[config.mk]
export PLATFORM = sky130hd
export DESIGN_NAME = state_save_engine
export DESIGN_NICKNAME = d
export VERILOG_FILES = /design/src/rtl/state_save_engine.sv
export SDC_FILE = /design/constraint.sdc
export NUM_CORES = 1
export LEC_CHECK = 0
export ABC_AREA = 1
export ABC_CLOCK_PERIOD_IN_PS = 3900
export BUFFER_PORTS_ARGS = -buffer_cell sky130_fd_sc_hd__buf_2
export CAP_MARGIN = 10
export CORE_MARGIN = 3
export CORE_UTILIZATION = 24
export CTS_BUF_LIST = sky130_fd_sc_hd__clkbuf_4
export CTS_CLUSTER_DIAMETER = 30
export DETAILED_ROUTE_END_ITERATION = 10
export GPL_ROUTABILITY_DRIVEN = 1
export HOLD_SLACK_MARGIN = 0.1
export REMOVE_ABC_BUFFERS = 1
export SLEW_MARGIN = 10
export SYNTH_ARGS = -nofsm -noshare
export SYNTH_HDL_FRONTEND = slang
export SYNTH_SLANG_ARGS = --single-unit
[constraint.sdc]
create_clock -name clk -period 3.9 [get_ports clk]
set_input_delay 0.39 -clock clk [delete_from_list [all_inputs] [get_ports clk]]
set_output_delay 0.39 -clock clk [all_outputs]
set_load 0.01 [all_outputs]
[src/rtl/state_save_engine.sv]
module state_save_engine #(
  parameter int DATA_W = 32,
  parameter int ADDR_W = 32,
  parameter int LEN_W  = 16,
  parameter int DEPTH  = 8,
  localparam int CNT_W = $clog2(DEPTH + 1)
) (
  input  logic              clk,
  input  logic              rst_n,
  input  logic              size_req,
  output logic              size_valid,
  output logic [LEN_W-1:0]  size_words,
  input  logic [LEN_W-1:0]  core_len,
  input  logic              save_req,
  input  logic [ADDR_W-1:0] save_addr,
  output logic              busy,
  output logic              done,
  output logic              st_rd,
  output logic [LEN_W-1:0]  st_idx,
  input  logic [DATA_W-1:0] st_data,
  output logic              mem_req,
  input  logic              mem_ack,
  output logic [ADDR_W-1:0] mem_addr,
  output logic [CNT_W-1:0]  mem_len,
  output logic              mem_blk,
  output logic [DATA_W-1:0] mem_wdata,
  output logic              mem_last
);
  typedef enum logic [1:0] {S_IDLE, S_FILL, S_DRAIN, S_DONE} state_t;

  state_t              state;
  logic [DATA_W-1:0]   fifo [DEPTH];
  logic [CNT_W-1:0]    fill_cnt;
  logic [CNT_W-1:0]    rd_ptr;
  logic [LEN_W-1:0]    idx;
  logic [LEN_W-1:0]    len;
  logic [ADDR_W-1:0]   addr;

  wire fill_last  = (fill_cnt == CNT_W'(DEPTH - 1)) || (idx == len - LEN_W'(1));
  wire beat_last  = (rd_ptr == fill_cnt - CNT_W'(1));
  wire beat_go    = (state == S_DRAIN) && mem_ack;

  assign busy      = (state != S_IDLE);
  assign done      = (state == S_DONE);
  assign st_rd     = (state == S_FILL);
  assign st_idx    = idx;
  assign mem_req   = (state == S_DRAIN);
  assign mem_addr  = addr;
  assign mem_len   = fill_cnt;
  assign mem_blk   = (fill_cnt == CNT_W'(DEPTH));
  assign mem_wdata = fifo[rd_ptr[$clog2(DEPTH)-1:0]];
  assign mem_last  = mem_req && beat_last;

  always_ff @(posedge clk) begin
    if (!rst_n) begin
      size_valid <= 1'b0;
      size_words <= '0;
    end else begin
      size_valid <= size_req;
      if (size_req) size_words <= core_len;
    end
  end

  always_ff @(posedge clk) begin
    if (!rst_n) begin
      state    <= S_IDLE;
      fill_cnt <= '0;
      rd_ptr   <= '0;
      idx      <= '0;
      len      <= '0;
      addr     <= '0;
    end else begin
      case (state)
        S_IDLE: if (save_req) begin
          len      <= core_len;
          addr     <= save_addr;
          idx      <= '0;
          fill_cnt <= '0;
          state    <= (core_len == '0) ? S_DONE : S_FILL;
        end
        S_FILL: begin
          fifo[fill_cnt[$clog2(DEPTH)-1:0]] <= st_data;
          fill_cnt <= fill_cnt + CNT_W'(1);
          idx      <= idx + LEN_W'(1);
          rd_ptr   <= '0;
          if (fill_last) state <= S_DRAIN;
        end
        S_DRAIN: if (beat_go) begin
          rd_ptr <= rd_ptr + CNT_W'(1);
          if (beat_last) begin
            addr     <= addr + ADDR_W'(fill_cnt);
            fill_cnt <= '0;
            state    <= (idx == len) ? S_DONE : S_FILL;
          end
        end
        default: state <= S_IDLE;
      endcase
    end
  end
endmodule

### Yosys cells after proc, flatten, opt, wreduce, memory -nomap -nowiden

Memories as Yosys holds them, arrays and structs flattened. A register that Yosys moved wholly into a read port is not among the register bits.
Index checks and enable logic that the tools add are counted.

* RAM bits: 256
* bits in registers: 91
* memories kept: 1
* input port bits: 85

* multiplexer cells: 24
* eq/ne operators: 12
* reductions and logical operators: 16
* add/subtract/negate cells: 6

Memory list
* fifo: words 8, bits a word 32, read ports 1, clocked after memory_dff 1, wr ports 1, line 32 `logic [DATA_W-1:0] fifo [DEPTH];`

Operator list (number)
* $mux W32: 3
* $pmux W32 S2: 1
* $add A32 B4 Y32: 1
* $eq A16 B16 Y1: 2
* $pmux W16 S2: 1
* $add A16 B1 Y16 const B: 1
* $logic_not A16 Y1: 1
* $mux W16: 1
* $mux W4: 4
* $sub A16 B1 Y16 const B: 1
* $mux W2: 6
* $pmux W4 S3: 1
* $reduce_and A4 Y1: 3
* $add A4 B1 Y4 const B: 2
* $pmux W4 S2: 1
* $reduce_bool A2 Y1: 4
* $mux W3: 2
* $ne A2 B1 Y1 const B: 3
* $pmux W2 S3: 1
* $reduce_and A2 Y1: 3
* $eq A2 B2 Y1 const B: 2
* $eq A4 B3 Y1 const B: 1
* $eq A4 B4 Y1: 1
* $eq A4 B4 Y1 const B: 1
* other kinds (8): 11

### Longest topological paths before layout

* depth after elaboration: 6
* mapped depth: 14
* mapped depth without buffers: 14

### Worst setup path after synthesis

No wires, ideal clock.

* kind: register -> register
* from: register state[1]
* to: memory fifo[1][0] (enable)
* slack: 0.266 ns
* stages on the path, launching flop included: 7
* arrival time: 3.173 ns
* buffers on the path: 1
* setup time: 0.461 ns
* clock period less this slack: 3.634 ns
* path through: dfxtp_1 buf_2 nor2_1 inv_2 nor2_1 nand2_1 nor3_1

* cells in the longest elaborated chain, start to end: 4

Ends and longest elaborated chain
* start: declaration: line 31 `state_t state;`
* start signal: assignment: line 79 `state <= (core_len == '0) ? S_DONE : S_FILL;`
* start signal: assignment: line 93 `state <= (idx == len) ? S_DONE : S_FILL;`
* $eq A2 B1 Y1: line 73 `case (state)`
* $mux W1: line 73
* $mux W1: line 65 `if (!rst_n) begin`
* $mux W1 (not written as such): line 82 `fifo[fill_cnt[$clog2(DEPTH)-1:0]] <= st_data;`
* end: declaration: line 32

No other way between the ends.

==> results.ini <==
[power_and_ir_drop]
p_sw_frac = 0.3587
vdd_drop_max_mv = 0.3217
power_density_nw_per_um2 = 567.0
seqPwrFrac = 0.427
p_leak_nw = 7.382
power_mw = 11.09
p_int_mw = 7.112
pwr-share-comb = 0.280
p_switching_mw = 3.977
p_clk_frac = 0.293

[finish]
fin_util = 0.3089
postLayoutCellArea_um2 = 19560
drive_gt1_frac = 0.1998
nNetsFinal = 2037
mostFrequentLayoutCells = 326 x nor2_1, 256 x edfxtp_1, 212 x nand2_1
layout_commonest_cell = nor2_1
area_growth_pct = 26.92

[place]
post_dp_cell_area_um2 = 17380
dp_hpwl_um = 28860
place_congestion = 0.8948
port_buffers = 191
pre_cts_ws_ns = 1.213

[clock_network]
cts_buffers = 99
clockBufferDepth = 3
h-tree-depth = 3
postCtsHoldBufs = 99
cts.repair.resized = 0
cts.sinks = 350
clk_latency_ns = 0.81
postCtsSetupRepairBufs = 0
tritoncts = yes
cts.clk_slew.worst_paths_ns = 0.06
clockRootBuffer = clkbuf_4

[worst_hold_path]
hp-class = in -> reg
hold_path.startpoint = save_addr[7]

[die]
num_io_pins = 192
start_util = 0.2434
std_cell_rows = 92
die_x_um = 259.4
core-area_um2 = 63310
fp.dieH_um = 259.4
dieArea_um2 = 67280

[timing]
max_slew_margin = 0.4380
hold_ws_ns = 0.3561
hold_violations = 0
fmax_ghz = 0.3005
setup_viol = 0
slew_violations = 0
worst_pin_slew_ns = 0.8418
clock_skew_ns = 0.04079
finalCritPeriodShare = 0.8532
timing.final.ws_setup_ns = 0.5726
min_period_ns = 3.327
rsz0062_at_grt = false

[grt]
antenna_found_initial = 3
grt_overflow = 0
grt_use_total = 0.1316
grt_pass1_wl_um = 70570
grt_pass1_vias = 13060
grt_max_degree = 129

[worst_setup_path]
arrival_ns = 2.94
critPathKind = reg -> out
crit_path_start_kind = flop
critical_path_required_ns = 3.51
r2r_start = mem_len[0]
cp_max_fo = 61
critical_path.endpoint_type = output pin

[yosys]
synth.distinct_cells = 50
ys_warn_count = 0
synth-seq-area-share = 0.6210
synth_top_area_cell = edfxtp_1
syn_inst = 1597
ys_ff_latch = 350
syn_area_um2 = 15410
synth-edff-count = 256
synthFlopType = edfxtp_1
synth_area_leaders = edfxtp_1 50%, dfxtp_1 12%, nor2_1 8.1%
synth-async-reset-ratio = 0
yosys.area.top_type_share = 0.4989
syn_avg_cell_area_um2 = 9.649

[routing]
vias = 12950
postRouteAntennaNets = 0
wire_per_inst_um = 15.88
vias_per_cell = 4.534
firstDrtPassIters = 7
post-route-drc-count = 0
routed_wl_um = 45350
drt_iter0_markers = 807

[flow_run]
drv_cap = 0

[status]
run_status = finished clean

==> stage by stage <==
stage / TNS [ns] / std cells
floorplan: -58.73 / 1526
global placement: 0 / 2588
detailed placement: 0 / 2588
CTS: 0 / 2853
global route: 0 / 2855
finish: 0 / 2855
==> power by group through the flow <==
stage          Clock (mW)  Combinational [mW]  Sequential, mW
4_1_cts              3.39                3.14            4.74
3_3_place_gp            0                2.97            4.80
2_1_floorplan           0                1.74            4.87
6_report             3.24                3.11            4.74
5_1_grt              3.57                3.51            4.78
3_5_place_dp            0                3.02            4.81
==> sequential cells by signal, summed over array words and instances (netlist names), named ones only <==
signal,cells
st_idx,16
mem_len,4
fifo,256
state,2
rd_ptr,4
size_words,16
len,16
mem_addr,32
size_valid,1
==> Yosys cell counts (15+ instances only) <==
cell type  number
nor3_1         25
nand3_1        52
inv_1         105
dfxtp_1        94
edfxtp_1      256
clkbuf_1       49
a31oi_1        33
a21oi_1        50
o211ai_1       18
nand4_1        15
o21ai_0       202
nor2_1        332
nand2_1       212
o22ai_1        38
==> cell families after synthesis <==
family	synth area share
xor gates and xnor gates	0.009662
DFF	0.6210
adders and majority gates	0.008607
muxes	0.001299
AOI/OAI and AO/OA	0.1310
buffers and inverters	0.04750
and+or+nand+nor	0.1809
==> worst max-delay path, cell delays in order, from the launching register on <==
cell and delay [ns]:
dfxtp_4 0.35, clkinv_2 0.55, buf_4 0.39, o21ai_0 0.11, o22ai_1 0.16, nor2_1 0.06
a31oi_1 0.32, buf_2 0.20
==> cell type report <==
cell class	count	area (um^2)
antenna	2	5.005
tap	846	1059
clock inverter	37	216.5
timing repair buffer	315	2147
clock buffer	129	968.4
inverter	113	425.4
multi-input combinational	1063	5164
fill	6643	43750
sequential	350	9574
==> layer usage <==
layer  track usage  vias to the layer above  part of all wire
li1              -                     6328                 -
met1        0.1561                     6112              0.42
met2        0.2275                      420              0.49
met3       0.03619                       83             0.065
met4       0.04749                        2             0.023
met5             0                        -           0.00024
==> path summary, 6_finish.rpt <==
path	slack, ns	depth (start not counted)	to
max reg2reg	1.21	14	mem_addr[26]
min reg2reg	0.50	2	mem_addr[0]
max	0.57	7	mem_wdata[7]
min	0.36	4	mem_addr[7]
Power figures use the tool's default switching activity.
